$ cat src/rtl/rxs_pkg.sv
package rxs_pkg;
  localparam int DESC_BYTES = 8;
  // status half-word bit positions
  localparam int ST_E  = 15;
  localparam int ST_W  = 13;
  localparam int ST_L  = 11;
  localparam int ST_LG = 5;
  localparam int ST_TR = 0;
  localparam int CRC_BYTES = 4;
  localparam int PAD_BYTES = 2;

  typedef enum logic [3:0] {
    S_IDLE, S_FETCH, S_CAPT, S_PAD, S_DATA, S_CRC,
    S_CLOSE, S_CHECK, S_CHECK2, S_DRAIN, S_DROP
  } rxs_state_e;
endpackage

$ cat src/rtl/rxs_crc32.sv
module rxs_crc32 #(
  parameter logic [31:0] POLY = 32'hEDB88320
) (
  input  logic        clk,
  input  logic        rst_n,
  input  logic        clear,
  input  logic        en,
  input  logic [7:0]  din,
  output logic [31:0] crc_out
);
  logic [31:0] crc_q, crc_nxt;

  always_comb begin
    crc_nxt = crc_q;
    for (int b = 0; b < 8; b++) begin
      if (crc_nxt[0] ^ din[b]) crc_nxt = (crc_nxt >> 1) ^ POLY;
      else                     crc_nxt = crc_nxt >> 1;
    end
  end

  always_ff @(posedge clk or negedge rst_n) begin
    if (!rst_n)      crc_q <= '1;
    else if (clear)  crc_q <= '1;
    else if (en)     crc_q <= crc_nxt;
  end

  assign crc_out = ~crc_q;
endmodule

$ cat src/rtl/rxs_ring_ptr.sv
module rxs_ring_ptr #(
  parameter int AW = 32,
  parameter int STRIDE = rxs_pkg::DESC_BYTES
) (
  input  logic          clk,
  input  logic          rst_n,
  input  logic          load_base,
  input  logic          advance,
  input  logic          wrap,
  input  logic [AW-1:0] base,
  output logic [AW-1:0] ptr
);
  localparam logic [AW-1:0] STEP = AW'(STRIDE);

  always_ff @(posedge clk or negedge rst_n) begin
    if (!rst_n)         ptr <= '0;
    else if (load_base) ptr <= base;
    else if (advance)   ptr <= wrap ? base : ptr + STEP;
  end
endmodule

$ cat src/rtl/rxs_fill_track.sv
module rxs_fill_track #(
  parameter int LW  = 14,
  parameter int FLW = 16
) (
  input  logic           clk,
  input  logic           rst_n,
  input  logic           clr_frame,
  input  logic           clr_buf,
  input  logic           step,
  input  logic [LW-1:0]  buf_size,
  output logic [LW-1:0]  off,
  output logic [FLW-1:0] pos,
  output logic           last_slot
);
  localparam logic [LW-1:0] ONE = LW'(1);

  always_ff @(posedge clk or negedge rst_n) begin
    if (!rst_n) begin
      off <= '0;
      pos <= '0;
    end else begin
      if (clr_frame) pos <= '0;
      else if (step) pos <= pos + FLW'(1);
      if (clr_frame || clr_buf) off <= '0;
      else if (step)            off <= off + ONE;
    end
  end

  assign last_slot = (off == buf_size - ONE);
endmodule

$ cat src/rtl/rx_scatter_engine.sv
module rx_scatter_engine #(
  parameter int AW  = 32,
  parameter int LW  = 14,
  parameter int FLW = 16
) (
  input  logic           clk,
  input  logic           rst_n,
  input  logic [7:0]     s_tdata,
  input  logic           s_tvalid,
  input  logic           s_tlast,
  output logic           s_tready,
  input  logic [AW-1:0]  cfg_ring_base,
  input  logic [LW-1:0]  cfg_buf_size,
  input  logic [LW-1:0]  cfg_trunc_len,
  input  logic [FLW-1:0] cfg_max_frame,
  input  logic           cfg_pad_en,
  input  logic           ring_rewind,
  input  logic           arm,
  output logic           desc_rd_en,
  output logic [AW-1:0]  desc_rd_addr,
  input  logic [AW+15:0] desc_rd_data,
  output logic           desc_wr_en,
  output logic [AW-1:0]  desc_wr_addr,
  output logic [31:0]    desc_wr_data,
  output logic           buf_wr_en,
  output logic [AW-1:0]  buf_wr_addr,
  output logic [7:0]     buf_wr_data,
  output logic           rx_active,
  output logic           evt_buf_done,
  output logic           evt_frame_done
);
  import rxs_pkg::*;

  localparam logic [LW-1:0]  SIZE_MASK = ~LW'(15);
  localparam logic [FLW-1:0] CRC_LEN   = FLW'(CRC_BYTES);

  rxs_state_e state, nxt;

  logic [LW-1:0]  buf_size_eff;
  logic [FLW-1:0] keep_lim;
  logic [AW-1:0]  ptr, buf_addr_q;
  logic [15:0]    status_q, status_new;
  logic [1:0]     pad_left, crc_idx;
  logic           payload_done, trunc_q, close_last, active_q;
  logic [LW-1:0]  off;
  logic [FLW-1:0] pos;
  logic           last_slot;
  logic [31:0]    crc_val;
  logic           hs, keep_ok, rd_empty, long_flag, start_frame;
  logic           step, clr_buf, ptr_load, ptr_adv, crc_en;

  assign buf_size_eff = cfg_buf_size & SIZE_MASK;
  assign keep_lim     = FLW'(cfg_trunc_len) - CRC_LEN;
  assign hs           = s_tvalid && s_tready;
  assign keep_ok      = pos < keep_lim;
  assign rd_empty     = desc_rd_data[ST_E];
  assign long_flag    = trunc_q || (pos > cfg_max_frame);
  assign start_frame  = (state == S_IDLE) && !ring_rewind && !(arm && !active_q)
                        && s_tvalid && active_q;

  rxs_crc32 u_crc (
    .clk(clk), .rst_n(rst_n), .clear(start_frame), .en(crc_en),
    .din(s_tdata), .crc_out(crc_val)
  );

  rxs_ring_ptr #(.AW(AW)) u_ptr (
    .clk(clk), .rst_n(rst_n), .load_base(ptr_load), .advance(ptr_adv),
    .wrap(status_q[ST_W]), .base(cfg_ring_base), .ptr(ptr)
  );

  rxs_fill_track #(.LW(LW), .FLW(FLW)) u_fill (
    .clk(clk), .rst_n(rst_n), .clr_frame(start_frame), .clr_buf(clr_buf),
    .step(step), .buf_size(buf_size_eff), .off(off), .pos(pos),
    .last_slot(last_slot)
  );

  // status written back when a descriptor is closed
  always_comb begin
    status_new = status_q;
    status_new[ST_E] = 1'b0;
    if (close_last) begin
      status_new[ST_L] = 1'b1;
      if (trunc_q)   status_new[ST_TR] = 1'b1;
      if (long_flag) status_new[ST_LG] = 1'b1;
    end
  end

  always_comb begin
    nxt            = state;
    s_tready       = 1'b0;
    desc_rd_en     = 1'b0;
    desc_rd_addr   = ptr;
    desc_wr_en     = 1'b0;
    desc_wr_addr   = ptr;
    desc_wr_data   = {status_new, 16'(off)};
    buf_wr_en      = 1'b0;
    buf_wr_addr    = buf_addr_q + AW'(off);
    buf_wr_data    = 8'h00;
    step           = 1'b0;
    clr_buf        = 1'b0;
    ptr_load       = 1'b0;
    ptr_adv        = 1'b0;
    crc_en         = 1'b0;
    evt_buf_done   = 1'b0;
    evt_frame_done = 1'b0;
    unique case (state)
      S_IDLE: begin
        if (ring_rewind)             ptr_load = 1'b1;
        else if (arm && !active_q)   nxt = S_CHECK;
        else if (s_tvalid)           nxt = active_q ? S_FETCH : S_DROP;
      end
      S_FETCH: begin
        desc_rd_en = 1'b1;
        nxt = S_CAPT;
      end
      S_CAPT: begin
        if (!rd_empty) begin
          nxt = payload_done ? S_IDLE : S_DRAIN;
        end else begin
          clr_buf = 1'b1;
          if (pad_left != 2'd0) nxt = S_PAD;
          else if (payload_done) nxt = S_CRC;
          else nxt = S_DATA;
        end
      end
      S_PAD: begin
        buf_wr_en = 1'b1;
        step = 1'b1;
        if (pad_left == 2'd1) nxt = S_DATA;
      end
      S_DATA: begin
        s_tready = 1'b1;
        if (hs) begin
          crc_en = 1'b1;
          if (keep_ok) begin
            buf_wr_en   = 1'b1;
            buf_wr_data = s_tdata;
            step        = 1'b1;
          end
          if (keep_ok && last_slot) nxt = S_CLOSE;
          else if (s_tlast)         nxt = S_CRC;
        end
      end
      S_CRC: begin
        buf_wr_en   = 1'b1;
        buf_wr_data = crc_val[31 - 8*crc_idx -: 8];
        step        = 1'b1;
        if (crc_idx == 2'd3 || last_slot) nxt = S_CLOSE;
      end
      S_CLOSE: begin
        desc_wr_en = 1'b1;
        ptr_adv    = 1'b1;
        if (close_last) begin
          evt_frame_done = 1'b1;
          nxt = S_CHECK;
        end else begin
          evt_buf_done = 1'b1;
          nxt = S_FETCH;
        end
      end
      S_CHECK: begin
        desc_rd_en = 1'b1;
        nxt = S_CHECK2;
      end
      S_CHECK2: nxt = S_IDLE;
      S_DRAIN, S_DROP: begin
        s_tready = 1'b1;
        if (hs && s_tlast) nxt = S_IDLE;
      end
      default: nxt = S_IDLE;
    endcase
  end

  always_ff @(posedge clk or negedge rst_n) begin
    if (!rst_n) begin
      state        <= S_IDLE;
      active_q     <= 1'b0;
      buf_addr_q   <= '0;
      status_q     <= '0;
      pad_left     <= '0;
      crc_idx      <= '0;
      payload_done <= 1'b0;
      trunc_q      <= 1'b0;
      close_last   <= 1'b0;
    end else begin
      state <= nxt;
      unique case (state)
        S_IDLE: begin
          if (ring_rewind) active_q <= 1'b0;
          if (start_frame) begin
            pad_left     <= cfg_pad_en ? 2'(PAD_BYTES) : 2'd0;
            crc_idx      <= '0;
            payload_done <= 1'b0;
            trunc_q      <= 1'b0;
            close_last   <= 1'b0;
          end
        end
        S_CAPT: begin
          if (!rd_empty) begin
            active_q <= 1'b0;
          end else begin
            buf_addr_q <= desc_rd_data[AW+15:16];
            status_q   <= desc_rd_data[15:0];
          end
        end
        S_PAD: pad_left <= pad_left - 2'd1;
        S_DATA: begin
          close_last <= 1'b0;
          if (hs) begin
            if (!keep_ok) trunc_q <= 1'b1;
            if (s_tlast)  payload_done <= 1'b1;
          end
        end
        S_CRC: begin
          crc_idx    <= crc_idx + 2'd1;
          close_last <= (crc_idx == 2'd3);
        end
        S_CHECK2: active_q <= rd_empty;
        default: ;
      endcase
    end
  end

  assign rx_active = active_q;
endmodule

$ cat config.mk
export PLATFORM = sky130hd
export DESIGN_NAME = rx_scatter_engine
export DESIGN_NICKNAME = d
export VERILOG_FILES = /design/src/rtl/rxs_pkg.sv /design/src/rtl/rxs_crc32.sv /design/src/rtl/rxs_ring_ptr.sv /design/src/rtl/rxs_fill_track.sv /design/src/rtl/rx_scatter_engine.sv
export SDC_FILE = /design/constraint.sdc
export NUM_CORES = 1
export LEC_CHECK = 0
export ABC_AREA = 1
export BUFFER_PORTS_ARGS = -buffer_cell sky130_fd_sc_hd__buf_4
export CAP_MARGIN = 0
export CORE_ASPECT_RATIO = 1.2
export CORE_MARGIN = 3
export CORE_UTILIZATION = 36
export CTS_CLUSTER_DIAMETER = 80
export DETAILED_ROUTE_END_ITERATION = 10
export PLACE_DENSITY_LB_ADDON = 0.15
export SLEW_MARGIN = 20
export SYNTH_ARGS = -nofsm -noshare
export SYNTH_HDL_FRONTEND = slang
export SYNTH_HIERARCHICAL = 1
export SYNTH_SLANG_ARGS = --single-unit
$ cat constraint.sdc
create_clock -name clk -period 4.1 [get_ports clk]
set_input_delay 0.82 -clock clk [delete_from_list [all_inputs] [get_ports clk]]
set_output_delay 0.82 -clock clk [all_outputs]
set_load 0.01 [all_outputs]
==> impl_metrics.json, run 1 <==
{
  "cp.required_ps": 3280,
  "synthTopCellsByArea": "dfrtp_1 25%, nand2_1 18%, dfstp_2 6.8%, inv_1 6.7%, nor2_1 5.8%",
  "die_w_um": 175,
  "grt_max_degree": 75,
  "die_area_mm2": 0.0364,
  "cp_common_cell": "buf_4",
  "cts_sinks": 153,
  "cp.arrival_ps": 3140,
  "grt.overflow.total": 0,
  "wirelength_um": 38400,
  "grt_pass1_wl_um": 60700,
  "status": "finished clean",
  "area_growth_pct": 25.9,
  "yosys_warnings": 6,
  "max_freq_mhz": 252,
  "drt_iter0_markers": 823,
  "yosysUniqueCellTypes": 59,
  "period_share_pct": 96.7,
  "hold_path_class": "in -> async",
  "cts-buffers-inserted": 17,
  "path_class": "in -> out",
  "worstSkewPairLatency_ps": 440,
  "ir_drop_mv": 0.312,
  "cap_violations": 0,
  "fill_cells": 3479,
  "avgSynthCellArea_um2": 6.74,
  "async_reset_ff_share_pct": 100,
  "cts-root-buf": "clkbuf_16",
  "finalNetCount": 2284,
  "finalSetupTns_ps": 0,
  "period_needed_ps": 3960,
  "die-height_um": 209,
  "worst_pin_slew_ps": 1080,
  "setup_viol": 0,
  "synth.yosys.seq_area_share_pct": 31.4,
  "ys.flop_type": "dfrtp_1",
  "cp_top_family": "simple AND/OR/NAND/NOR gates",
  "route.vias.total": 12300,
  "place.gp.congestion": 0.858,
  "drc": 0,
  "first_pass_iters": 5,
  "ant_nets": 0,
  "slew_viol_final": 0,
  "cts_tree": "built",
  "antenna_found_initial": 0,
  "grt_usage_pct": 20.5,
  "synth_common_cells": "586 x nand2_1, 219 x inv_1, 189 x nor2_1",
  "endpoint_kind": "primary output",
  "clk_pin_slew_ps": 70,
  "yosysMostFrequentCell": "nand2_1",
  "start_util_pct": 36.8,
  "slew_headroom_pct": 28.0,
  "grt_pass1_vias": 11700,
  "coreArea_mm2": 0.0334,
  "cts_max_path_buffers": 2,
  "diodes": 0,
  "syn_area_mm2": 0.0123,
  "synth_edf_count": 0,
  "met1Wirelength_um": 17300,
  "io_buffers": 274,
  "route.met2.wl_um": 18700,
  "dr.max_layer_used": "met4",
  "placedCellCount": 2515,
  "layout-drive-gt1-share_pct": 22.6,
  "path_cells": "buf_8 -> inv_6 -> ha_4 -> nand2_4 -> nor3_4 -> inv_1 -> nor3_2 -> nor3b_2 -> buf_4 -> xor2_1 -> ha_1 -> nand4_1 -> a21oi_2 -> nor2_2 -> nand3_2 -> buf_12 -> o21ai_2 -> buf_4",
  "p_leak_nw": 8.12,
  "final.setup.worst_slack_ps": 136,
  "fp-row-count": 73,
  "cp_slowest_cell": "ha_1",
  "finalHoldViolCount": 0,
  "hpwl_um": 29200,
  "io_pins": 282,
  "rsz0062_at_grt": "true",
  "synth_cells": 1826,
  "utilization_pct": 46.3,
  "met3_length_um": 1970,
  "synth_top_area_cell": "dfrtp_1",
  "cp-start-kind": "primary input",
  "viasPerCell": 4.83,
  "stdcell_count": 2554,
  "cp_num_buf_inv": 6,
  "htreeDepth": 4,
  "synth.top_cell.area_share_pct": 24.6,
  "p_per_area_mw_per_mm2": 652,
  "crit_fanout": 8,
  "max_stage_delay_ps": 250,
  "ys_seq_elements": 153,
  "clock_skew_ps": 11.9,
  "dp_slack_ps": -221,
  "wl_per_cell_um": 15.1
}
power by group:
part           internal (mW)  switching (mW)
Sequential              2.24           0.719
Clock                  0.929           0.707
Combinational           2.28            3.23
through the flow:
stage,power [mW],cell area (um2),hold WS (ps)
final,10.1,15500,376
after global routing,11.0,15500,466
after CTS,10.2,15400,438
after detailed placement,8.43,14700,466
after global placement,8.36,14700,454
after floorplan,6.54,12400,441
cells in the final DEF, fill, tap and decap left out, drive strengths merged, types with 53 or more instances in the layout:
| cell | count |
|---|---|
| ha | 53 |
| nand3 | 84 |
| a21oi | 85 |
| nand2 | 607 |
| o21ai | 111 |
| dfrtp | 121 |
| buf | 310 |
| inv | 236 |
| xor2 | 66 |
| nor2 | 213 |
area by class of cell:
| cell class | count | area, um2 | area share [%] |
|---|---|---|---|
| multi-input cells | 1376 | 7210 | 46.5 |
| clock buffers | 18 | 439 | 2.83 |
| well taps | 450 | 563 | 3.63 |
| clock inverters | 14 | 160 | 1.03 |
| flip-flops and latches | 153 | 3870 | 25.0 |
| inverters | 233 | 883 | 5.70 |
| repair buffers | 310 | 2370 | 15.3 |
repair_timing:
item | 4_1_cts | 5_1_grt
setup buffers | 6 | 1
pin swaps | 7 | 12
resized for setup | 24 | 17
endpoints found under the setup margin | 9 | 9
endpoints found under the hold margin | 0 | 0
hold buffers | 0 | 0
kinds of logic (layout without fill, tap and decap cells):
| kind of cell | Yosys count | in the layout | synth area share (%) |
|---|---|---|---|
| AO/OA/AOI/OAI | 243 | 243 | 11.0 |
| XOR/XNOR | 90 | 90 | 6.65 |
| adder cells (fa/ha/maj) | 54 | 54 | 5.55 |
| buffers and inverters | 310 | 575 | 11.3 |
| flip-flops | 153 | 153 | 31.4 |
| other | 1 | 14 | 0.0305 |
| AND/OR/NAND/NOR | 975 | 975 | 34.0 |
worst register-to-register path, delay by kind of cell (launching register included):
kind,cells,cell delay (ps)
DFF,1,420
AOI/OAI and AO/OA,3,420
buffers and inverters,5,760
and+or+nand+nor,4,1230
registers in the layout, indices dropped and copies added (netlist names):
register / count
buf_addr_q: 32
u_fill/off: 14
pad_left: 2
trunc_q: 1
status_q: 15
payload_done: 1
u_ptr/ptr: 32
u_fill/pos: 16
crc_idx: 2
state: 4
u_crc/crc_q: 32
rx_active: 1
close_last: 1
worst paths after layout:
check / start / endpoint / slack (ps) / cells after the start
setup reg to reg: state[3]$_DFFE_PN0P_ / u_crc/crc_q[6]$_DFFE_PN1P_ / 1150 / 12
hold reg to reg: status_q[4]$_DFFE_PN0P_ / status_q[4]$_DFFE_PN0P_ / 490 / 2
min in group clk: status_q[4]$_DFFE_PN0P_ / status_q[4]$_DFFE_PN0P_ / 490 / 2
hold / removal: rst_n / u_ptr/ptr[11]$_DFFE_PN0P_ / 380 / 1
max in group asynchronous: rst_n / u_crc/crc_q[5]$_DFFE_PN1P_ / 2770 / 2
setup / recovery: cfg_trunc_len[2] / buf_wr_data[7] / 140 / 18
layer usage:
metal	vias to the layer above	GRT usage, %
met2	300	35.4
met4	0	4.95
met3	33	3.72
met5	-	0
met1	5723	26.5
li1	6270	-
Note: power is estimated with default switching activity, not from simulation.
==> inputs of run 2 (changes only) <==
--- a/config.mk
+++ b/config.mk
@@ -14,6 +14,7 @@
 export CTS_CLUSTER_DIAMETER = 80
 export DETAILED_ROUTE_END_ITERATION = 10
 export PLACE_DENSITY_LB_ADDON = 0.15
+export RECOVER_POWER = 25
 export SLEW_MARGIN = 20
 export SYNTH_ARGS = -nofsm -noshare
 export SYNTH_HDL_FRONTEND = slang
==> impl_metrics.json, run 2 (synthesis results as in run 1) <==
{
  "postCtsHoldBufs": 0,
  "area_growth_pct": 25.7,
  "clock_skew_ps": 11.9,
  "hold_path_class": "reg -> reg",
  "path_class": "in -> out",
  "ir_drop_mv": 0.312,
  "wirelength_um": 38500,
  "grt_pass1_wl_um": 60700,
  "grt_pass1_vias": 11700,
  "top_regs": "buf_addr_q: 32 flops, u_crc/crc_q: 32 flops, u_ptr/ptr: 32 flops",
  "max_freq_mhz": 252,
  "p_leak_nw": 8.12,
  "grt_max_degree": 75,
  "cts_tree": "built",
  "period_share_pct": 96.7,
  "viasPerCell": 4.84,
  "violations": "capacitance limit, slew limit",
  "place.gp.congestion": 0.858,
  "fp-row-count": 73,
  "diodes": 0,
  "status": "finished, violations left",
  "p_per_area_mw_per_mm2": 653,
  "grt.overflow.total": 0,
  "finalHoldViolCount": 0,
  "htreeDepth": 4,
  "die_area_mm2": 0.0364,
  "crit_fanout": 8,
  "die-height_um": 209,
  "stdcell_count": 2554,
  "route.vias.total": 12400,
  "final.setup.worst_slack_ps": 136,
  "setup_viol": 0,
  "antenna_found_initial": 0,
  "io_pins": 282,
  "slew_viol_final": 75,
  "drc": 0,
  "worst_pin_slew_ps": 1950,
  "reg2reg_slack_ps": 1160,
  "coreArea_mm2": 0.0334,
  "layout_common_cells": "585 x nand2_1, 305 x buf_4, 217 x inv_1",
  "slew_headroom_pct": -30.3,
  "hpwl_um": 29200,
  "whs_ps": 487,
  "drt_iter0_markers": 835,
  "first_pass_iters": 5,
  "rsz0062_at_grt": "true",
  "grt_usage_pct": 20.5,
  "worstSkewPairLatency_ps": 440,
  "final_common_cell": "nand2_1",
  "cp-start-kind": "primary input",
  "clk_pin_slew_ps": 70,
  "cts_sinks": 153,
  "start_util_pct": 36.8,
  "placedCellCount": 2515,
  "cp.arrival_ps": 3140,
  "endpoint_kind": "primary output",
  "ant_nets": 0,
  "cp.required_ps": 3280,
  "finalNetCount": 2284,
  "dp_slack_ps": -221,
  "period_needed_ps": 3960,
  "wl_per_cell_um": 15.1,
  "die_w_um": 175,
  "cap_violations": 1,
  "io_buffers": 274,
  "layout-drive-gt1-share_pct": 22.6,
  "cts-buffers-inserted": 17,
  "cts_max_path_buffers": 2,
  "cts-root-buf": "clkbuf_16"
}
[run 2: final timing paths]
check | startpoint | to | depth (start not counted)
worst max-delay path | cfg_trunc_len[2] | buf_wr_data[7] | 18
worst min-delay path | status_q[0]$_DFFE_PN0P_ | status_q[0]$_DFFE_PN0P_ | 2
worst max register to register | state[3]$_DFFE_PN0P_ | u_crc/crc_q[6]$_DFFE_PN1P_ | 12
worst min register to register | status_q[0]$_DFFE_PN0P_ | status_q[0]$_DFFE_PN0P_ | 2
max in group asynchronous | rst_n | buf_addr_q[10]$_DFFE_PN0P_ | 2
min in group asynchronous | rst_n | u_ptr/ptr[11]$_DFFE_PN0P_ | 1
[run 2: metal layers]
| metal | GRT usage, % | wire length, um | vias up |
|---|---|---|---|
| li1 | - | - | 6264 |
| met1 | 26.5 | 17300 | 5763 |
| met2 | 35.4 | 18700 | 299 |
| met3 | 3.72 | 2010 | 35 |
| met4 | 4.95 | 535 | 0 |
| met5 | 0 | 0 | - |
[run 2: cell type report]
type | instances | area [um2]
clock buffers | 18 | 439
clock inverters | 14 | 160
fillers | 3482 | 18000
inverters | 233 | 883
multi-input cells | 1376 | 7210
flip-flops and latches | 153 | 3870
well taps | 450 | 563
repair buffers | 310 | 2350
[run 2: worst max-delay path, stage by stage]
cell and delay (ps):
buf_8 100, inv_6 50, ha_4 140, nand2_4 50, nor3_4 120, inv_1 70
nor3_2 120, nor3b_2 230, buf_4 140, xor2_1 150, ha_1 250, nand4_1 140
a21oi_2 50, nor2_2 140, nand3_2 130, buf_12 180, o21ai_2 120, buf_4 120
[run 2: per-stage QoR]
stage | total power [mW] | TNS (ps) | instance area, um2 | util [%]
finish | 10.1 | 0 | 15500 | 46.3
detailed placement | 8.43 | -2570 | 14700 | 44.0
global route | 11.0 | -16.8 | 15500 | 46.3
floorplan | 6.54 | 0 | 12400 | -
global placement | 8.36 | -1010 | 14700 | 44.0
CTS | 10.2 | -36.4 | 15400 | 46.1
[run 2: power by group]
group          switching, mW  internal (mW)  total [mW]
Sequential             0.719           2.24        2.96
Clock                  0.707          0.929        1.64
Combinational           3.23           2.28        5.50
Total                   4.65           5.45        10.1
[run 2: what timing repair did]
item | CTS | global route
pin swaps | 7 | 12
gates cloned | 0 | 0
gates resized for setup | 24 | 17
endpoints found under the setup margin | 9 | 9
setup buffers | 6 | 1
==> inputs of run 3 (changes only) <==
--- a/config.mk
+++ b/config.mk
@@ -8,12 +8,14 @@
 export ABC_AREA = 1
 export BUFFER_PORTS_ARGS = -buffer_cell sky130_fd_sc_hd__buf_4
 export CAP_MARGIN = 0
+export CELL_PAD_IN_SITES_DETAIL_PLACEMENT = 1
+export CELL_PAD_IN_SITES_GLOBAL_PLACEMENT = 1
 export CORE_ASPECT_RATIO = 1.2
 export CORE_MARGIN = 3
 export CORE_UTILIZATION = 36
 export CTS_CLUSTER_DIAMETER = 80
 export DETAILED_ROUTE_END_ITERATION = 10
-export PLACE_DENSITY_LB_ADDON = 0.15
+export PLACE_DENSITY_LB_ADDON = 0.1
 export RECOVER_POWER = 25
 export SLEW_MARGIN = 20
 export SYNTH_ARGS = -nofsm -noshare
==> constraint.sdc (replaced) <==
create_clock -name clk -period 4.7 [get_ports clk]
set_input_delay 0.94 -clock clk [delete_from_list [all_inputs] [get_ports clk]]
set_output_delay 0.94 -clock clk [all_outputs]
set_load 0.01 [all_outputs]
==> impl_metrics.json, run 3 (synthesis results as in run 1) <==
{
  "drt_iter0_markers": 535,
  "grt_max_degree": 86,
  "grt.overflow.total": 0,
  "finalNetCount": 2266,
  "cts_sinks": 153,
  "wirelength_um": 42800,
  "slew_headroom_pct": -55.9,
  "worstSkewPairLatency_ps": 450,
  "final_common_cell": "nand2_1",
  "startpoint": "cfg_trunc_len[2]",
  "status": "finished, violations left",
  "p_leak_nw": 7.98,
  "dr.max_layer_used": "met5",
  "finalHoldViolCount": 0,
  "route.met2.wl_um": 21600,
  "met3_length_um": 2360,
  "coreArea_mm2": 0.0334,
  "layout_common_cells": "585 x nand2_1, 288 x buf_4, 217 x inv_1",
  "endpoint_kind": "primary output",
  "hold_path_startpoint": "status_q[0]$_DFFE_PN0P_",
  "htreeDepth": 4,
  "cp-start-kind": "primary input",
  "cp.required_ps": 3760,
  "wl_per_cell_um": 16.9,
  "io_pins": 282,
  "place_area_mm2": 0.0146,
  "period_needed_ps": 4500,
  "grt_pass1_vias": 13300,
  "path_cells": "buf_4 -> inv_4 -> ha_4 -> nand2_2 -> nor3_4 -> inv_1 -> nor3_2 -> nor3b_4 -> nand3b_1 -> ha_4 -> a21oi_1 -> o21ai_1 -> nor2_2 -> nand3_2 -> buf_12 -> o21ai_1 -> buf_4",
  "cts_max_path_buffers": 2,
  "cp_top_family": "simple AND/OR/NAND/NOR gates",
  "setup_viol": 0,
  "grt_pass1_wl_um": 68400,
  "fp-row-count": 73,
  "viasPerCell": 4.98,
  "design_area_mm2": 0.0153,
  "cts-buffers-inserted": 17,
  "top_regs": "buf_addr_q: 32 flops, u_crc/crc_q: 32 flops, u_ptr/ptr: 32 flops",
  "cts_tree": "built",
  "worst_pin_slew_ps": 2340,
  "die_w_um": 175,
  "diodes": 0,
  "area_growth_pct": 24.0,
  "first_pass_iters": 5,
  "die-height_um": 209,
  "swShare_pct": 47.6,
  "place.gp.congestion": 0.855,
  "cp_slowest_cell": "ha_4",
  "hold_path_class": "reg -> reg",
  "cp_num_buf_inv": 5,
  "placedCellCount": 2502,
  "grt_usage_pct": 23.2,
  "fill_cells": 4406,
  "p_seq_share_pct": 29.4,
  "violations": "capacitance limit, slew limit",
  "max_stage_delay_ps": 300,
  "cap_violations": 1,
  "max_freq_mhz": 222,
  "pwr-share-clk_pct": 16.0,
  "met1Wirelength_um": 17900,
  "stdcell_count": 2536,
  "slew_viol_final": 86,
  "p_sw_mw": 4.22,
  "route.vias.total": 12600,
  "layout-drive-gt1-share_pct": 21.4,
  "antenna_found_initial": 1,
  "clock_skew_ps": 21.3,
  "cp.arrival_ps": 3560,
  "path_class": "in -> out",
  "pwr-share-comb_pct": 54.6,
  "drc": 0,
  "rr_startpoint": "state[3]$_DFFE_PN0P_",
  "die_area_mm2": 0.0364,
  "io_buffers": 274,
  "multi_input_area_mm2": 0.00717,
  "p_per_area_mw_per_mm2": 581,
  "cts-root-buf": "clkbuf_16",
  "ant_nets": 0,
  "hpwl_um": 33100,
  "start_util_pct": 36.8,
  "clk_pin_slew_ps": 70,
  "crit_fanout": 8,
  "ir_drop_mv": 0.271,
  "p_int_mw": 4.64,
  "period_share_pct": 95.8,
  "regArea_mm2": 0.00387
}
run 3: cell types whose count changed in the layout (fill, tap and decap cells not counted), sizes merged:
cell | previous run | this run
inv | 236 | 239
bufinv | 2 | 1
clkinvlp | 1 | 0
buf | 308 | 289
run 3: metal layers:
metal / GRT usage, % / vias up
li1: - / 6230
met1: 27.5 / 6069
met2: 42.0 / 273
met3: 5.09 / 58
met4: 6.72 / 2
met5: 0 / -
run 3: power by group through the flow:
stage / registers, mW / clock network (mW) / logic (mW)
after floorplan: 2.46 / 0 / 3.25
after CTS: 2.61 / 1.45 / 4.87
after detailed placement: 2.63 / 0 / 4.84
final: 2.61 / 1.42 / 4.84
after global routing: 2.71 / 1.51 / 5.43
after global placement: 2.61 / 0 / 4.70
run 3: worst reg2reg max path, stage by stage, from the launching register on:
cell	delay, ps
dfrtp_1	430
inv_1	110
nand2_1	140
nor2_2	300
inv_1	100
nor2_1	350
clkinv_1	120
buf_4	260
nor2_1	700
o21ai_0	190
a21oi_1	170
a21oi_1	50
run 3: what timing repair did:
item / in CTS / in global routing
hold buffers: 0 / 0
setup endpoints to repair: 8 / 9
resized for setup: 1 / 24
pin swaps: 1 / 7
setup buffers: 1 / 1
run 3: path summary, 6_finish.rpt:
kind | cells past startpoint | slack (ps) | end
max | 17 | 200 | buf_wr_data[2]
min | 2 | 480 | status_q[0]$_DFFE_PN0P_
max reg2reg | 11 | 1690 | u_crc/crc_q[6]$_DFFE_PN1P_
min reg2reg | 2 | 480 | status_q[0]$_DFFE_PN0P_
max in group asynchronous | 2 | 1310 | u_ptr/ptr[28]$_DFFE_PN0P_
min in group asynchronous | 1 | 1180 | u_fill/pos[3]$_DFFE_PN0P_
run 3: cell type report:
class	count	area share, %
well taps	450	3.69
inverters	233	5.76
clock buffers	17	2.79
multi-input cells	1376	47.0
repair buffers	292	14.4
clock inverters	15	1.02
flip-flops and latches	153	25.4
run 3: metrics by stage:
stage / hold WS [ps] / TNS [ps] / setup slack [ps] / power (mW) / util [%]
2_1_floorplan: 441 / 0 / 531 / 5.70 / -
3_3_place_gp: 455 / 0 / 61.1 / 7.31 / 43.7
3_5_place_dp: 464 / -206 / -58.7 / 7.47 / 43.7
4_1_cts: 482 / 0 / 55.6 / 8.94 / 45.4
5_1_grt: 506 / -38.8 / -13.1 / 9.65 / 45.6
6_report: 476 / 0 / 198 / 8.87 / 45.6
